$ cat src/rtl/eth_da_filter_pkg.sv
// Package: shared constants, the mode bundle and the CRC byte step.
// Assumes bytes are fed to the CRC least significant bit first.
package eth_da_filter_pkg;

    localparam int unsigned CRC_W    = 32;
    localparam logic [31:0] CRC_POLY = 32'hEDB88320;

    // Mode controls gathered at the top level
    typedef struct packed {
        logic promisc;
        logic bcast_dis;
        logic mcast_all;
        logic mcast_hash;
        logic ucast_hash;
        logic inv_match;
        logic rx_all;
    } da_mode_t;

    // One byte of the reflected CRC, LSB first
    function automatic logic [CRC_W-1:0] crc_step(input logic [CRC_W-1:0] seed,
                                                  input logic [7:0] data);
        logic [CRC_W-1:0] c;
        c = seed;
        for (int b = 0; b < 8; b++) begin
            if (c[0] ^ data[b]) c = (c >> 1) ^ CRC_POLY;
            else                c = c >> 1;
        end
        return c;
    endfunction

endpackage

$ cat src/rtl/da_byte_track.sv
// da_byte_track: counts address bytes, compares them with the station
// address and tracks the all-ones and group flags. It assumes the station
// address is stable while an address is arriving. The flags it emits are
// the values that include the current byte, so the verdict can be formed
// in the cycle of the last byte.
module da_byte_track #(
    parameter int unsigned BYTE_W     = 8,
    parameter int unsigned ADDR_BYTES = 6
) (
    input  logic                         clk,
    input  logic                         rst_n,
    input  logic                         sof_i,
    input  logic                         vld_i,
    input  logic [BYTE_W-1:0]            byte_i,
    input  logic [ADDR_BYTES*BYTE_W-1:0] sta_i,
    output logic                         take_o,
    output logic                         first_o,
    output logic                         last_o,
    output logic                         match_o,
    output logic                         ones_o,
    output logic                         grp_o
);
    localparam int unsigned CNT_W = $clog2(ADDR_BYTES + 1);
    localparam int unsigned IDX_W = $clog2(ADDR_BYTES);
    localparam logic [CNT_W-1:0] IDLE = CNT_W'(ADDR_BYTES);
    localparam logic [CNT_W-1:0] LAST = CNT_W'(ADDR_BYTES - 1);

    logic [BYTE_W-1:0] sta_b [ADDR_BYTES];
    logic [CNT_W-1:0]  cnt_q, idx;
    logic              eq_q, ones_q, grp_q;

    // Split the station address into byte lanes
    for (genvar g = 0; g < ADDR_BYTES; g++) begin : g_lane
        assign sta_b[g] = sta_i[g*BYTE_W +: BYTE_W];
    end

    // Byte position and acceptance of the current byte
    always_comb begin
        idx     = sof_i ? '0 : cnt_q;
        take_o  = vld_i && (sof_i || (cnt_q != IDLE));
        first_o = sof_i;
        last_o  = take_o && (idx == LAST);
    end

    // Running flags including the current byte
    always_comb begin
        match_o = (sof_i ? 1'b1 : eq_q) && (byte_i == sta_b[idx[IDX_W-1:0]]);
        ones_o  = (sof_i ? 1'b1 : ones_q) && (&byte_i);
        grp_o   = sof_i ? byte_i[0] : grp_q;
    end

    // Advance the counter and hold the flags per taken byte
    always_ff @(posedge clk) begin
        if (!rst_n) begin
            cnt_q  <= IDLE;
            eq_q   <= 1'b0;
            ones_q <= 1'b0;
            grp_q  <= 1'b0;
        end else if (take_o) begin
            cnt_q  <= idx + 1'b1;
            eq_q   <= match_o;
            ones_q <= ones_o;
            grp_q  <= grp_o;
        end
    end

    AST_IDLE_HOLDS: assert property (@(posedge clk) disable iff (!rst_n)
        (cnt_q == IDLE && !sof_i) |=> (cnt_q == IDLE));
    AST_LAST_SINGLE: assert property (@(posedge clk) disable iff (!rst_n)
        last_o |=> !last_o);

endmodule

$ cat src/rtl/da_crc_acc.sv
// da_crc_acc: accumulates the CRC over the address bytes and exposes the
// hash index computed from the value that includes the current byte.
// It assumes take/first come from the byte tracker.
module da_crc_acc
    import eth_da_filter_pkg::*;
#(
    parameter int unsigned IDX_W = 6
) (
    input  logic             clk,
    input  logic             rst_n,
    input  logic             take_i,
    input  logic             first_i,
    input  logic [7:0]       byte_i,
    output logic [IDX_W-1:0] idx_o
);
    logic [CRC_W-1:0] crc_q, crc_nx;

    // Reseed on a start, then fold in the byte
    always_comb begin
        crc_nx = crc_step(first_i ? '1 : crc_q, byte_i);
        idx_o  = crc_nx[CRC_W-1 -: IDX_W];
    end

    // Keep the partial CRC between bytes
    always_ff @(posedge clk) begin
        if (!rst_n)      crc_q <= '1;
        else if (take_i) crc_q <= crc_nx;
    end

    AST_CRC_IDLE: assert property (@(posedge clk) disable iff (!rst_n)
        !take_i |=> $stable(crc_q));

endmodule

$ cat src/rtl/da_verdict.sv
// da_verdict: applies the filter rules in priority order on the last
// address byte and registers the verdict and indicators. It assumes the
// mode and hash table are stable in the cycle of the last byte.
module da_verdict
    import eth_da_filter_pkg::*;
#(
    parameter int unsigned IDX_W = 6
) (
    input  logic                  clk,
    input  logic                  rst_n,
    input  logic                  last_i,
    input  logic                  match_i,
    input  logic                  ones_i,
    input  logic                  grp_i,
    input  logic [IDX_W-1:0]      idx_i,
    input  logic [2**IDX_W-1:0]   table_i,
    input  da_mode_t              mode_i,
    output logic                  vld_o,
    output logic                  pass_o,
    output logic                  ok_o,
    output logic                  fail_o,
    output logic                  bcast_o,
    output logic                  mcast_o
);
    logic use_hash, ok_nx;

    // Rule ladder: promiscuous, broadcast, all-multicast, hash or perfect
    always_comb begin
        use_hash = grp_i ? mode_i.mcast_hash : mode_i.ucast_hash;
        if (mode_i.promisc)                ok_nx = 1'b1;
        else if (ones_i)                   ok_nx = !mode_i.bcast_dis;
        else if (grp_i && mode_i.mcast_all) ok_nx = 1'b1;
        else if (use_hash)                 ok_nx = table_i[idx_i];
        else                               ok_nx = match_i ^ mode_i.inv_match;
    end

    // Register the verdict on the last byte, hold it otherwise
    always_ff @(posedge clk) begin
        if (!rst_n) begin
            vld_o   <= 1'b0;
            pass_o  <= 1'b0;
            ok_o    <= 1'b0;
            fail_o  <= 1'b0;
            bcast_o <= 1'b0;
            mcast_o <= 1'b0;
        end else begin
            vld_o <= last_i;
            if (last_i) begin
                ok_o    <= ok_nx;
                fail_o  <= !ok_nx;
                pass_o  <= ok_nx || mode_i.rx_all;
                bcast_o <= ones_i;
                mcast_o <= grp_i && !ones_i;
            end
        end
    end

    AST_PROMISC_ALL: assert property (@(posedge clk) disable iff (!rst_n)
        (last_i && mode_i.promisc) |=> ok_o);
    AST_BCAST_BLOCK: assert property (@(posedge clk) disable iff (!rst_n)
        (last_i && ones_i && mode_i.bcast_dis && !mode_i.promisc) |=> !ok_o);
    AST_RXALL_PASS: assert property (@(posedge clk) disable iff (!rst_n)
        (last_i && mode_i.rx_all) |=> pass_o);
    AST_VLD_PULSE: assert property (@(posedge clk) disable iff (!rst_n)
        vld_o |=> !vld_o);
    AST_HOLD: assert property (@(posedge clk) disable iff (!rst_n)
        !last_i |=> ($stable(ok_o) && $stable(pass_o) && $stable(bcast_o)));

endmodule

$ cat src/rtl/eth_da_filter.sv
// eth_da_filter: destination address filter top. It ties the byte
// tracker, the CRC accumulator and the verdict stage together. It assumes
// configuration inputs change only between addresses.
module eth_da_filter
    import eth_da_filter_pkg::*;
#(
    parameter int unsigned BYTE_W     = 8,
    parameter int unsigned ADDR_BYTES = 6,
    parameter int unsigned HASH_IDX_W = 6
) (
    input  logic                              clk,
    input  logic                              rst_n,
    input  logic                              sof_i,
    input  logic                              byte_vld_i,
    input  logic [BYTE_W-1:0]                 byte_i,
    input  logic [31:0]                       sta_lo_i,
    input  logic [ADDR_BYTES*BYTE_W-33:0]     sta_hi_i,
    input  logic [2**(HASH_IDX_W-1)-1:0]      hash_hi_i,
    input  logic [2**(HASH_IDX_W-1)-1:0]      hash_lo_i,
    input  logic                              promisc_i,
    input  logic                              bcast_dis_i,
    input  logic                              mcast_all_i,
    input  logic                              mcast_hash_i,
    input  logic                              ucast_hash_i,
    input  logic                              inv_match_i,
    input  logic                              rx_all_i,
    output logic                              dec_vld_o,
    output logic                              pass_o,
    output logic                              ok_o,
    output logic                              fail_o,
    output logic                              bcast_o,
    output logic                              mcast_o
);
    localparam int unsigned STA_W = ADDR_BYTES * BYTE_W;
    localparam int unsigned TBL_W = 2 ** HASH_IDX_W;

    da_mode_t               mode;
    logic [STA_W-1:0]       sta;
    logic [TBL_W-1:0]       tbl;
    logic                   take, first, last, match, ones, grp;
    logic [HASH_IDX_W-1:0]  hidx;

    // Bundle configuration; high word holds the upper hash bins
    always_comb begin
        mode = '{promisc: promisc_i, bcast_dis: bcast_dis_i, mcast_all: mcast_all_i,
                 mcast_hash: mcast_hash_i, ucast_hash: ucast_hash_i,
                 inv_match: inv_match_i, rx_all: rx_all_i};
        sta  = {sta_hi_i, sta_lo_i};
        tbl  = {hash_hi_i, hash_lo_i};
    end

    da_byte_track #(.BYTE_W(BYTE_W), .ADDR_BYTES(ADDR_BYTES)) u_track (
        .clk(clk), .rst_n(rst_n), .sof_i(sof_i), .vld_i(byte_vld_i),
        .byte_i(byte_i), .sta_i(sta), .take_o(take), .first_o(first),
        .last_o(last), .match_o(match), .ones_o(ones), .grp_o(grp)
    );

    da_crc_acc #(.IDX_W(HASH_IDX_W)) u_crc (
        .clk(clk), .rst_n(rst_n), .take_i(take), .first_i(first),
        .byte_i(byte_i), .idx_o(hidx)
    );

    da_verdict #(.IDX_W(HASH_IDX_W)) u_verdict (
        .clk(clk), .rst_n(rst_n), .last_i(last), .match_i(match),
        .ones_i(ones), .grp_i(grp), .idx_i(hidx), .table_i(tbl),
        .mode_i(mode), .vld_o(dec_vld_o), .pass_o(pass_o), .ok_o(ok_o),
        .fail_o(fail_o), .bcast_o(bcast_o), .mcast_o(mcast_o)
    );

endmodule

$ cat config.mk
export PLATFORM = sky130hd
export DESIGN_NAME = eth_da_filter
export DESIGN_NICKNAME = d
export VERILOG_FILES = /design/src/rtl/eth_da_filter_pkg.sv /design/src/rtl/da_byte_track.sv /design/src/rtl/da_crc_acc.sv /design/src/rtl/da_verdict.sv /design/src/rtl/eth_da_filter.sv
export SDC_FILE = /design/constraint.sdc
export NUM_CORES = 1
export LEC_CHECK = 0
export BUFFER_PORTS_ARGS = -buffer_cell sky130_fd_sc_hd__buf_4
export CAP_MARGIN = 30
export CORE_MARGIN = 4
export CORE_UTILIZATION = 55
export DETAILED_ROUTE_END_ITERATION = 8
export PLACE_DENSITY_LB_ADDON = 0.12
export SLEW_MARGIN = 30
export SYNTH_ARGS = -nofsm -noshare
export SYNTH_HDL_FRONTEND = slang
export SYNTH_SLANG_ARGS = --single-unit
$ cat constraint.sdc
create_clock -name clk -period 7 [get_ports clk]
set_input_delay 0.7 -clock clk [delete_from_list [all_inputs] [get_ports clk]]
set_output_delay 0.7 -clock clk [all_outputs]
set_load 0.01 [all_outputs]
==> flow_summary_export.csv <==
group,metric,value,unit
final_layout,area_delta_synth_final,29.62,%
yosys,syn-cell-area,0.003936,mm²
yosys,synth_nets,624,
clock_tree,htreeDepth,2,
sta,rsz0062_at_grt,"false",
grt,grt_max_degree,69,
grt,grt_pass1_wl,20540,µm
sta,tns,0,ns
setup_path,reg2reg_from,"u_track.cnt_q[0]",
job,cap_violations,0,
setup_path,regToRegEndpoint,"u_verdict.fail_o",
setup_path,critPathKind,"input port to register",
grt,antenna_found_initial,0,
setup_path,r2r_cells,11,
pwr,power.leakage,0.002192,µW
setup_path,cp.required,7.25,ns
grt,first_global_vias,4227,
yosys,synth_flop_cell,"dfxtp_1",
setup_path,r2r_slack,3.61,ns
floorplan,pin_count,137,
place,place_area,0.004987,mm²
route,via_per_inst,5.876,
clock_tree,clk_pin_slew,0.09,ns
floorplan,initial_core_util,57.30,%
grt,track_usage,29.64,%
route,vias,4125,
yosys,synth_edf_count,0,
yosys,synth_xor_area_share,23.20,%
setup_path,max_stage_delay,0.53,ns
clock_tree,tritoncts,"yes",
yosys,syn_area_per_cell,8.017,µm²
floorplan,die_x,92.60,µm
setup_path,crit_slowest_cell,"xnor3_2",
floorplan,dieArea,0.008575,mm²
grt,grt_overflow,0,
setup_path,crit_chain,"buf_4 -> nor2_2 -> xor2_2 -> xnor3_2 -> xnor3_2 -> and4b_1 -> a311oi_1 -> o221ai_1 -> nand4bb_1 -> o311ai_2 -> and3_1",
route,drt_iter0_drc,235,
route,routed_wl,12530,µm
sta,finalHoldViolCount,0,
clock_tree,cts-hold-fix-buffers,0,
final_layout,final_layout_size_suffix_gt1_share,28.05,%
yosys,yosys.area_share.adder,0.6357,%
setup_path,worstSetupEndpoint,"u_verdict.fail_o",
setup_path,cp-startpoint,"sof_i",
sta,tightest_slew,0.9799,ns
yosys,synth_compound_area_share,18.85,%
setup_path,start_kind,"input port",
pwr,vdd_ir_drop_max,0.0001060,V
clock_tree,cts_buffers,5,
setup_path,cp_max_fo,47,
route,first_pass_iters,7,
yosys,synth_top_family_by_area,"XOR/XNOR gates",
place,dpl_worst_slack,3.012,ns
setup_path,cp-end-kind,"register",
sta,post-route-min-period,3.709,ns
sta,fin_crit_sh,52.98,%
sta,clock_skew,0.006379,ns
yosys,ys.warnings.count,0,
hold_path,hold_class,"register to register",
clock_tree,post_cts_resize_count,0,
pwr,powerDensity,234.6,mW/mm²
yosys,ys_seq_area_share,22.38,%
sta,setup_viol,0,
sta,holdWs,0.4758,ns
floorplan,row_count,30,
place,gp_congestion,0.9035,
route,drc_errors,0,
setup_path,arrival,3.96,ns
yosys,synth_mux_area_share,11.76,%
sta,setup_slack,3.291,ns
sta,relSlewSlack,34.58,%
yosys,synth-simple-area-share,18.50,%
floorplan,core,0.006869,mm²
pwr,power.total,1197,µW
yosys,async_reset_ff_share,0,%
setup_path,cp_common_cell,"xnor3_2",
final_layout,fin_nets,738,
place,io_buffers,136,
clock_tree,cts_root_buf,"clkbuf_8",
clock_tree,cts_setup_buffers,0,
sta,fmax,269.6,MHz
clock_tree,clock_sinks,44,
clock_tree,clock_latency,0.30,ns
route,wire_per_inst,17.85,µm
route,antenna_left,0,
floorplan,die_y,92.60,µm
sta,slew_viol_final,0,
place,dp_hpwl,9582,µm
yosys,synthCells,491,
final_layout,final_area,0.005102,mm²
yosys,synth.distinct_cells,57,
final_layout,antennaDiodeCount,0,
status,status,"finished clean",
yosys,ys_ff_latch,44,
clock_tree,clockBufferDepth,2,
metrics by stage:
stage / util (%) / std cells
2_1_floorplan: - / 491
3_3_place_gp: 72.60 / 694
3_5_place_dp: 72.60 / 694
4_1_cts: 74.28 / 702
5_1_grt: 74.28 / 702
6_report: 74.28 / 702
sequential cells by signal, summed over array words and instances, names as in the netlist:
signal             cells
u_crc.crc_q           32
u_track.cnt_q          3
u_track.eq_q           1
u_track.grp_q          1
u_track.ones_q         1
u_verdict.bcast_o      1
u_verdict.fail_o       1
u_verdict.mcast_o      1
u_verdict.ok_o         1
u_verdict.pass_o       1
u_verdict.vld_o        1
cell type report:
cell class / instances / area, µm²
multi-input cells: 402 / 2883
fillers: 517 / 1767
repair buffers: 142 / 1066
flip-flops and latches: 44 / 880.8
well taps: 96 / 120.1
clock buffers: 5 / 68.82
clock inverters: 3 / 46.29
inverters: 10 / 37.54
cell usage after synthesis, drive strengths merged, types with 6 or more instances:
cell,n,area [µm²]
xor2,19,173.9
o211ai,34,255.2
nor3,9,45.04
nor2,53,209.0
nand4,6,37.54
a21oi,16,80.08
o21ai,8,40.04
nand2,59,221.5
mux2i,35,350.3
mux2,8,90.09
clkbuf,18,67.56
inv,10,37.54
buf,17,78.83
a222oi,6,60.06
dfxtp,44,880.8
xnor2,73,669.4
nand3,10,50.05
report_power, final:
group / internal (µW) / switching, µW
Combinational: 319 / 357
Clock: 108 / 98.3
Sequential: 283 / 31.5
cell usage in the layout (no fill, tap or decap), drive strengths merged, types with 4 or more instances in the layout:
cell,Yosys,final
buf,17,142
xnor2,73,73
nand2,59,59
nor2,53,53
dfxtp,44,44
mux2i,35,35
o211ai,34,34
xor2,19,19
a21oi,16,16
inv,10,11
nand3,10,10
nor3,9,9
mux2,8,8
o21ai,8,8
nand4,6,6
a222oi,6,6
o221ai,5,5
o22ai,5,5
clkbuf,18,5
o311a,4,4
and2,4,4
worst min-delay path by stage:
stage                         startpoint              to  slack, ns  cells past startpoint
after CTS                 u_verdict.ok_o  u_verdict.ok_o       0.47                      2
after global routing      u_verdict.ok_o  u_verdict.ok_o       0.51                      2
after floorplan             u_track.eq_q    u_track.eq_q       0.44                      2
after global placement      u_track.eq_q    u_track.eq_q       0.45                      2
final                     u_verdict.ok_o  u_verdict.ok_o       0.48                      2
after detailed placement  u_verdict.ok_o  u_verdict.ok_o       0.46                      2
metal layers:
metal	GRT usage (%)	part of all wire, %	up-vias
met5	0	0	-
met4	12.50	3.6	0
met3	4.712	7.6	40
met2	49.00	48	198
met1	38.19	41	1913
li1	-	-	1974
cells by family (layout without fill, tap and decap cells):
kind of cell    after synthesis  count (layout)
fa+ha+maj                     2               2
simple gates                161             161
flops                        44              44
mux                          44              44
buf+inv                      45             160
xor+xnor                     95              95
compound gates              100             100
worst max-delay path: cells and delay by family:
kind                      cells  cell delay, ns
buffers and inverters         1            0.41
AOI/OAI and AO/OA             3            0.79
and+or+nand+nor               4            0.78
xor gates and xnor gates      3            1.28
No activity file was read; power rests on OpenSTA's default activity.
